===== src/rtl/bcd_cal_pkg.sv =====
package bcd_cal_pkg;

   localparam int NREG    = 8;
   localparam int IDX_SEC = 0;
   localparam int IDX_MIN = 1;
   localparam int IDX_HR  = 2;
   localparam int IDX_DAT = 3;
   localparam int IDX_MON = 4;
   localparam int IDX_YR  = 5;
   localparam int IDX_WD  = 6;
   localparam int IDX_CEN = 7;

   typedef logic [7:0] bcd_byte_t;

   // Two-digit BCD increment; callers handle the wrap values themselves.
   function automatic bcd_byte_t bcd_inc(input bcd_byte_t v);
      if (v[3:0] >= 4'd9) return {v[7:4] + 4'd1, 4'd0};
      else                return {v[7:4], v[3:0] + 4'd1};
   endfunction

   // Bits each register keeps on a host write.
   function automatic bcd_byte_t field_mask(input int idx);
      case (idx)
         IDX_SEC, IDX_MIN: return 8'h7F;
         IDX_DAT:          return 8'h3F;
         IDX_MON:          return 8'h1F;
         IDX_WD:           return 8'h07;
         default:          return 8'hFF;
      endcase
   endfunction

endpackage


===== src/rtl/cal_clock_step.sv =====
module cal_clock_step
   import bcd_cal_pkg::*;
(
   input  bcd_byte_t sec,
   input  bcd_byte_t min,
   input  bcd_byte_t hr,
   output bcd_byte_t sec_n,
   output bcd_byte_t min_n,
   output bcd_byte_t hr_n,
   output logic      day_carry
);

   logic      sec_wrap, min_wrap, hour_adv;
   logic      wrap24, pm, pm_n, carry12;
   logic [4:0] h12, h12_n;
   bcd_byte_t h24_inc, h12_inc, sec_inc, min_inc;

   always_comb begin
      sec_inc  = bcd_inc(sec);
      min_inc  = bcd_inc(min);
      sec_wrap = (sec >= 8'h59);
      min_wrap = (min >= 8'h59);
      hour_adv = sec_wrap && min_wrap;

      sec_n = sec_wrap ? 8'h00 : (sec_inc & 8'h7F);
      min_n = !sec_wrap ? min : (min_wrap ? 8'h00 : (min_inc & 8'h7F));

      // 24-hour encoding
      wrap24  = ({2'b00, hr[5:0]} >= 8'h23);
      h24_inc = bcd_inc({2'b00, hr[5:0]});

      // 12-hour encoding with PM flag
      h12     = hr[4:0];
      pm      = hr[5];
      h12_inc = bcd_inc({3'b000, h12});
      carry12 = 1'b0;
      if (h12 >= 5'h12) begin
         h12_n = 5'h01;
         pm_n  = pm;
      end else if (h12 == 5'h11) begin
         h12_n   = 5'h12;
         pm_n    = ~pm;
         carry12 = pm;
      end else begin
         h12_n = h12_inc[4:0];
         pm_n  = pm;
      end

      if (!hour_adv)
         hr_n = hr;
      else if (hr[7])
         hr_n = {hr[7:6], wrap24 ? 6'h00 : h24_inc[5:0]};
      else
         hr_n = {hr[7:6], pm_n, h12_n};

      day_carry = hour_adv && (hr[7] ? wrap24 : carry12);
   end

endmodule


===== src/rtl/cal_month_days.sv =====
module cal_month_days
   import bcd_cal_pkg::*;
(
   input  bcd_byte_t mon,
   input  bcd_byte_t yr,
   output bcd_byte_t last_day
);

   logic [7:0] yr_bin;
   logic       leap;

   always_comb begin
      yr_bin = {4'd0, yr[7:4]} * 8'd10 + {4'd0, yr[3:0]};
      leap   = (yr_bin[1:0] == 2'b00);
      case (mon)
         8'h04, 8'h06, 8'h09, 8'h11: last_day = 8'h30;
         8'h02:                      last_day = leap ? 8'h29 : 8'h28;
         default:                    last_day = 8'h31;
      endcase
   end

endmodule


===== src/rtl/cal_date_step.sv =====
module cal_date_step
   import bcd_cal_pkg::*;
#(
   parameter int WD_LAST = 6
) (
   input  bcd_byte_t dat,
   input  bcd_byte_t mon,
   input  bcd_byte_t yr,
   input  bcd_byte_t wd,
   input  bcd_byte_t cen,
   input  bcd_byte_t last_day,
   input  logic      day_carry,
   output bcd_byte_t dat_n,
   output bcd_byte_t mon_n,
   output bcd_byte_t yr_n,
   output bcd_byte_t wd_n,
   output bcd_byte_t cen_n
);

   localparam bcd_byte_t WD_MAX = bcd_byte_t'(WD_LAST);

   logic      dat_end, mon_end, yr_end, mon_adv, yr_adv;
   bcd_byte_t dat_inc, mon_inc, yr_inc;

   always_comb begin
      dat_inc = bcd_inc(dat);
      mon_inc = bcd_inc(mon);
      yr_inc  = bcd_inc(yr);
      dat_end = (dat >= last_day);
      mon_end = (mon >= 8'h12);
      yr_end  = (yr  >= 8'h99);
      mon_adv = day_carry && dat_end;
      yr_adv  = mon_adv && mon_end;

      dat_n = !day_carry ? dat : (dat_end ? 8'h01 : (dat_inc & 8'h3F));
      mon_n = !mon_adv   ? mon : (mon_end ? 8'h01 : (mon_inc & 8'h1F));
      yr_n  = !yr_adv    ? yr  : (yr_end  ? 8'h00 : yr_inc);
      cen_n = (yr_adv && yr_end && cen == 8'h19) ? 8'h20 : cen;
      wd_n  = !day_carry ? wd  : ((wd >= WD_MAX) ? 8'h00 : wd + 8'h01);
   end

endmodule


===== src/rtl/bcd_cal_regs.sv =====
module bcd_cal_regs
   import bcd_cal_pkg::*;
#(
   parameter int          ADDR_W        = 8,
   parameter int          BASE_ADDR     = 'h30,
   parameter logic [7:0]  RESET_CENTURY = 8'h20,
   parameter bit          RESET_24H     = 1'b1,
   parameter bit          READ_REG      = 1'b0
) (
   input  logic              clk,
   input  logic              rst_n,
   input  logic              tick,
   input  logic              wr_en,
   input  logic              wr_stb,
   input  logic [ADDR_W-1:0] addr,
   input  logic [7:0]        wr_data,
   output logic [7:0]        rd_data
);

   localparam int IDX_W = $clog2(NREG);
   localparam logic [ADDR_W-1:0] BASE = ADDR_W'(BASE_ADDR);

   if (BASE_ADDR + NREG > (1 << ADDR_W)) begin : g_bad_base
      $error("register window does not fit in the address space");
   end
   if (RESET_CENTURY != 8'h19 && RESET_CENTURY != 8'h20) begin : g_bad_cen
      $error("reset century must be BCD 19 or 20");
   end

   logic [NREG-1:0][7:0] regs_q, regs_d, step;
   logic [ADDR_W-1:0]    off;
   logic [IDX_W-1:0]     idx;
   logic                 in_win, wr_acc, day_carry;
   bcd_byte_t            last_day;

   assign off    = addr - BASE;
   assign in_win = (off < ADDR_W'(NREG));
   assign idx    = off[IDX_W-1:0];
   assign wr_acc = wr_stb && wr_en && in_win;

   cal_clock_step u_clock (
      .sec       (regs_q[IDX_SEC]),
      .min       (regs_q[IDX_MIN]),
      .hr        (regs_q[IDX_HR]),
      .sec_n     (step[IDX_SEC]),
      .min_n     (step[IDX_MIN]),
      .hr_n      (step[IDX_HR]),
      .day_carry (day_carry)
   );

   cal_month_days u_mdays (
      .mon      (regs_q[IDX_MON]),
      .yr       (regs_q[IDX_YR]),
      .last_day (last_day)
   );

   cal_date_step #(.WD_LAST(6)) u_date (
      .dat       (regs_q[IDX_DAT]),
      .mon       (regs_q[IDX_MON]),
      .yr        (regs_q[IDX_YR]),
      .wd        (regs_q[IDX_WD]),
      .cen       (regs_q[IDX_CEN]),
      .last_day  (last_day),
      .day_carry (day_carry),
      .dat_n     (step[IDX_DAT]),
      .mon_n     (step[IDX_MON]),
      .yr_n      (step[IDX_YR]),
      .wd_n      (step[IDX_WD]),
      .cen_n     (step[IDX_CEN])
   );

   // Accepted write wins; a tick in the same cycle is discarded.
   for (genvar i = 0; i < NREG; i++) begin : g_next
      assign regs_d[i] = wr_acc ? ((idx == IDX_W'(i)) ? (wr_data & field_mask(i)) : regs_q[i])
                       : tick   ? step[i]
                       :          regs_q[i];
   end

   always_ff @(posedge clk or negedge rst_n) begin
      if (!rst_n) begin
         regs_q          <= '0;
         regs_q[IDX_HR]  <= RESET_24H ? 8'h80 : 8'h12;
         regs_q[IDX_DAT] <= 8'h01;
         regs_q[IDX_MON] <= 8'h01;
         regs_q[IDX_CEN] <= RESET_CENTURY;
      end else begin
         regs_q <= regs_d;
      end
   end

   if (READ_REG) begin : g_rd_reg
      always_ff @(posedge clk or negedge rst_n) begin
         if (!rst_n)      rd_data <= '0;
         else if (in_win) rd_data <= regs_q[idx];
         else             rd_data <= '0;
      end
   end else begin : g_rd_comb
      assign rd_data = in_win ? regs_q[idx] : 8'h00;


      rd_window_chk: assert property (@(posedge clk) disable iff (!rst_n)
         !in_win |-> rd_data == 8'h00);
   end


   wr_sec_chk: assert property (@(posedge clk) disable iff (!rst_n)
      wr_acc && idx == IDX_W'(IDX_SEC) |=> regs_q[IDX_SEC] == ($past(wr_data) & 8'h7F));


   drop_tick_chk: assert property (@(posedge clk) disable iff (!rst_n)
      wr_acc && tick && idx != IDX_W'(IDX_SEC) |=> $stable(regs_q[IDX_SEC]));


   hold_chk: assert property (@(posedge clk) disable iff (!rst_n)
      !tick && !wr_acc |=> $stable(regs_q));


   sec_wrap_chk: assert property (@(posedge clk) disable iff (!rst_n)
      tick && !wr_acc && regs_q[IDX_SEC] == 8'h59 |=> regs_q[IDX_SEC] == 8'h00);


   wd_wrap_chk: assert property (@(posedge clk) disable iff (!rst_n)
      tick && !wr_acc && day_carry && regs_q[IDX_WD] == 8'h06 |=> regs_q[IDX_WD] == 8'h00);


   cen_hold_chk: assert property (@(posedge clk) disable iff (!rst_n)
      !wr_acc && regs_q[IDX_CEN] != 8'h19 |=> $stable(regs_q[IDX_CEN]));

endmodule


===== config.mk =====
export PLATFORM = sky130hd
export DESIGN_NAME = bcd_cal_regs
export DESIGN_NICKNAME = d
export VERILOG_FILES = /design/src/rtl/bcd_cal_pkg.sv /design/src/rtl/cal_clock_step.sv /design/src/rtl/cal_month_days.sv /design/src/rtl/cal_date_step.sv /design/src/rtl/bcd_cal_regs.sv
export SDC_FILE = /design/constraint.sdc
export NUM_CORES = 1
export LEC_CHECK = 0
export BUFFER_PORTS_ARGS = -buffer_cell sky130_fd_sc_hd__buf_2
export CORE_ASPECT_RATIO = 1.75
export CORE_MARGIN = 3
export CORE_UTILIZATION = 40
export CTS_CLUSTER_DIAMETER = 80
export DETAILED_ROUTE_END_ITERATION = 10
export MAX_ROUTING_LAYER = met4
export PLACE_DENSITY = 0.67
export REMOVE_ABC_BUFFERS = 1
export SYNTH_ARGS = -nofsm -noshare
export SYNTH_HDL_FRONTEND = slang
export SYNTH_SLANG_ARGS = --single-unit

===== constraint.sdc =====
create_clock -name clk -period 4.35 [get_ports clk]
set_input_delay 0.2175 -clock clk [delete_from_list [all_inputs] [get_ports clk]]
set_output_delay 0.2175 -clock clk [all_outputs]
set_load 0.01 [all_outputs]

Word-level counts from Yosys, hierarchy flattened
Index checks and enable logic that the tools add are counted.

word-level totals
  latch bits = 0
  bits in registers = 64
  bits in writable memories = 0
  word-level logic and storage cells = 173
  ROM bits = 0
  memories = 0
  input bits = 21

cells by class
  $mul = 1
  multiplexer cells = 58
  shift operators = 0
  add/subtract/negate cells = 16
  divide/modulo/power cells = 0
  bitwise operators = 1
  reductions and logical operators = 41
  $lt $le $gt $ge = 16
  equal/unequal tests = 24

operators with widths
  kind                 number
  $mux 8               37
  $add 4x1->4 const B  7
  $mux 7               4
  $mux 5               5
  $bmux 8 s3           1
  $ge 4x4->1 const B   6
  $mux 6               4
  $reduce_and 3->1     8
  $reduce_bool 3->1    6
  $eq 8x3->1 const B   2
  $eq 8x5->1 const B   2
  $ge 8x7->1 const B   2
  $ne 2x1->1 const B   8
  $pmux 8 s2           1
  $reduce_and 4->1     4
  $reduce_bool 2->1    7
  $eq 3x3->1 const B   4
  $add 8x1->8 const B  1
  $eq 8x2->1 const B   1
  $eq 8x4->1 const B   1
  $ge 8x3->1 const B   1
  $ge 8x5->1 const B   1
  $ge 8x8->1           1
  $ge 8x8->1 const B   1
  other kinds (25)     42

Longest topological paths before layout
  depth after elaboration = 13
  mapped depth = 12

Hierarchy
Synthesis repeated with hierarchy kept, for this count alone.

unflattened totals
  cell total of the unflattened synthesis = 627
  area, all modules = 5769.3 µm²

by module, submodules not included
  module          seq. area each (µm²)  area each (µm²)  times used  cells an instance
  bcd_cal_regs    1606.5                3543.4           1           311
  cal_date_step   0.0                   1238.7           1           174
  cal_clock_step  0.0                   827.0            1           120
  cal_month_days  0.0                   160.2            1           22

Least setup slack after synthesis
No wires, ideal clock.

  kind = reg-to-reg
  start = register regs_q[32] (netlist name)
  end = register regs_q[44] (netlist name)
  stages on the path, launching flop included = 12
  slack = 1354 ps
  buffers on the path = 0
  data required time = 4225 ps
  data arrival time = 2871 ps
  clock period less this slack = 2996 ps
  path through = dfstp_2 inv_1 ha_1 and3_1 o21ai_0 o211a_1 ha_1 nor4b_1 a2bb2oi_1 or3_1 o31a_1 mux2_2

between the ends
  longest elaborated chain between the ends = 8
  elaborated cells between the ends (all ways) = 13
  those cells by class = order compare: 2; eq/ne: 5; mux: 1; reduce/logical: 5

ends and longest elaborated chain
  element                             RTL line              text
  from (decl)                         bcd_cal_regs.sv:30    logic [NREG-1:0][7:0] regs_q, regs_d, step;
  from (signal, indexed assignment)   bcd_cal_regs.sv:82    regs_q[IDX_HR] <= RESET_24H ? 8'h80 : 8'h12;
  from (signal assigned)              bcd_cal_regs.sv:87    regs_q <= regs_d;
  $eq 8x3->1 (tied with other cells)  cal_month_days.sv:15  case (mon)
  $reduce_or 4->1                     cal_month_days.sv:15
  $pmux 8 s2                          cal_month_days.sv:15
  $ge 8x8->1                          cal_date_step.sv:29   dat_end = (dat >= last_day);
  $logic_and 1x1->1                   cal_date_step.sv:32   mon_adv = day_carry && dat_end;
  $logic_and 1x1->1 *                 cal_date_step.sv:33   yr_adv = mon_adv && mon_end;
  $reduce_bool 2->1 (no line) *       -
  $reduce_and 4->1 (no line) *        -

Mark *: on every way between the ends. The rest lies on a longest branch, timed or not.
A chain may end at the register's enable or synchronous reset.

Worst setup path in the final report
Same ends and word-level chain as after synthesis.

==> impl_metrics.py <==
metrics = {
    "clock_network": {
        "numCtsBuffers": 9,
        "postCtsSetupBuffers": 0,
        "clk_latency_ps": 330,
        "cts_tree": "done",
        "cts-resized-gates": 0,
        "cts.sinks": 57,
        "hold_buffers": 0,
        "clockBufferDepth": 2,
        "clk_pin_slew_ps": 50,
        "clockRootBuffer": "clkbuf_16",
        "htree_levels": 3,
    },
    "timing": {
        "max_freq_mhz": 295,
        "holdWs_ps": 34.6,
        "fin_skew_ps": 8.14,
        "final.setup.tns_ps": 0,
        "setup_viol": 0,
        "timing.final.hold_violations": 0,
        "post-route-period-util": 0.780,
        "fin_crit_ps": 3390,
        "setup_ws_ps": 957,
        "tightest_slew_ps": 896,
        "slew_violations": 0,
        "slew_headroom": 0.397,
        "rsz0062_at_grt": "false",
    },
    "synth": {
        "synth_simple_gate_area_frac": 0.195,
        "synthTopCellsByCount": "dfrtp_1 (53), o21ai_0 (48), nor2_1 (44)",
        "ys_ff_latch": 57,
        "synth_area_leaders": "dfrtp_1 (31%), ha_1 (10%), mux4_2 (5.8%)",
        "syn_avg_cell_area_sq_um": 9.02,
        "synth_xor_area_frac": 0.00412,
        "yosys_warnings": 0,
        "synth_top_cell_by_area": "dfrtp_1",
        "synth_edf_count": 0,
        "synth_top_area_share": 0.312,
        "syn-cell-area_sq_um": 4250,
        "yosys_most_used_dff": "dfrtp_1",
        "synth_fa_ha_area_frac": 0.100,
        "ys_seq_area_frac": 0.337,
        "muxShareOfSynthArea": 0.112,
        "yosysMostFrequentCell": "dfrtp_1",
        "synth_cell_type_count": 60,
        "synth_compound_area_frac": 0.211,
        "async_flop_share": 1.00,
        "synth_cells": 471,
        "synth_top_family_by_area": "compound AO/OA/AOI/OAI gates",
    },
    "detailed_routing": {
        "drtIter0Drc": 332,
        "drc": 0,
        "antenna_left": 0,
        "drt_pass1_iterations": 5,
        "wl_mm": 12.0,
        "vias": 3895,
        "viasPerCell": 6.17,
        "wl_per_cell_um": 19.1,
    },
    "place": {
        "place_ws_ps": 994,
        "placed_area_sq_um": 4510,
        "dp_hpwl_mm": 9.12,
        "io_buffers": 28,
        "gp_congestion": 0.924,
        "numPlacedInstances": 615,
    },
    "die": {
        "fp.coreArea_sq_um": 10300,
        "dieArea_sq_um": 11900,
        "start_util": 0.412,
        "die_h_um": 142,
        "die_w_um": 83.9,
        "num_rows": 49,
        "io_pins": 29,
    },
    "setup_path": {
        "cp-end-kind": "flop",
        "path_common_cell": "ha_1",
        "critical_path.startpoint": "regs_q[32]",
        "cp_data_required_time_ps": 4560,
        "cp.buffers_inverters": 1,
        "critical_path_class": "flop to flop",
        "cpLargestDelayFamily": "compound AO/OA/AOI/OAI gates",
        "crit_fanout": 7,
        "cp_slowest_cell": "dfstp_2",
        "r2r-start": "regs_q[32]",
        "start_kind": "flop",
        "worst_ep_arrival_time_ps": 3610,
        "cp_cell_sequence": "inv_1 > ha_1 > and3_1 > o21ai_0 > o211a_1 > ha_1 > nor4b_1 > a2bb2oi_1 > or3_1 > o31a_1 > mux2_2",
        "slowest_delay_ps": 560,
    },
    "layout": {
        "stdcell_count": 631,
        "final_area_sq_um": 4800,
        "drive_gt1_frac": 0.165,
        "diodes": 0,
        "area.growth.synth_to_final_pct": 13.1,
        "largest_reg_flops": 57,
        "reg_top3": "regs_q x57",
        "largest-register": "regs_q",
        "fillCellCount": 990,
        "final_net_count": 554,
    },
    "global_routing": {
        "grt_pass1_wl_mm": 19.5,
        "antenna_found_initial": 0,
        "grt_max_degree": 58,
        "groute.usage.overall": 0.216,
        "grt_pass1_vias": 3859,
        "overflow": 0,
    },
    "status": {
        "status": "finished, final reports clean",
    },
    "flow_run": {
        "maxCapViolCount": 0,
    },
    "pwr": {
        "peakVddDrop_uv": 210,
        "power.leakage_nw": 2.18,
        "power.density_nw_per_um2": 339,
    },
    "min_path": {
        "min_path_type": "input port to async pin",
    },
}
## metrics by stage
| stage | total power [mW] | utilization |
|---|---|---|
| 2_1_floorplan | 0.837 | - |
| 3_3_place_gp | 0.936 | 0.438 |
| 3_5_place_dp | 0.947 | 0.438 |
| 4_1_cts | 1.64 | 0.466 |
| 5_1_grt | 1.71 | 0.466 |
| 6_report | 1.63 | 0.466 |
## worst paths after layout
| check | endpoint | slack, ps | cells after the start |
|---|---|---|---|
| worst max-delay path | regs_q[44] | 960 | 11 |
| min in group clk | regs_q[23] | 140 | 2 |
| worst min-delay path | regs_q[41] | 30 | 2 |
| worst max register to register | regs_q[44] | 960 | 11 |
| worst min register to register | regs_q[22] | 520 | 1 |
| max in group asynchronous | regs_q[2] | 3800 | 2 |
## cells in the final DEF, fill, tap and decap left out, types with 9 or more instances in the layout
| master | n |
|---|---|
| buf_2 | 28 |
| a21oi_1 | 24 |
| inv_1 | 29 |
| o21ai_0 | 48 |
| ha_1 | 34 |
| dfrtp_1 | 53 |
| nand2_1 | 31 |
| and2_1 | 10 |
| clkbuf_16 | 9 |
| mux2_2 | 14 |
| nor2_1 | 44 |
| nand3_1 | 21 |
| mux4_2 | 11 |
## layer usage
layer,up-vias,GRT usage,part of all wire
li1,1795,-,-
met1,1891,0.238,0.39
met2,171,0.371,0.51
met3,38,0.0336,0.053
met4,0,0.115,0.043
met5,-,-,0
## power breakdown
part / internal [mW] / switching [mW]
Clock: 0.445 / 0.240
Combinational: 0.129 / 0.158
Sequential: 0.580 / 0.0770
## cell type report
class,instances,area [sq um],share of cell area
Clock buffer,14,284,0.0591
Clock inverter,2,10.0,0.00208
Inverter,29,109,0.0227
Multi-Input combinational cell,370,2640,0.550
Sequential cell,57,1430,0.298
Tap cell,127,159,0.0331
Timing Repair Buffer,32,170,0.0354
## kinds of logic after synthesis
logic type,count (synthesis)
buffers and inverters,44
multiplexers,32
AO/OA/AOI/OAI,141
adder cells (fa/ha/maj),34
flip-flops,57
XOR/XNOR,2
AND/OR/NAND/NOR,161
Power figures use the tool's default switching activity.
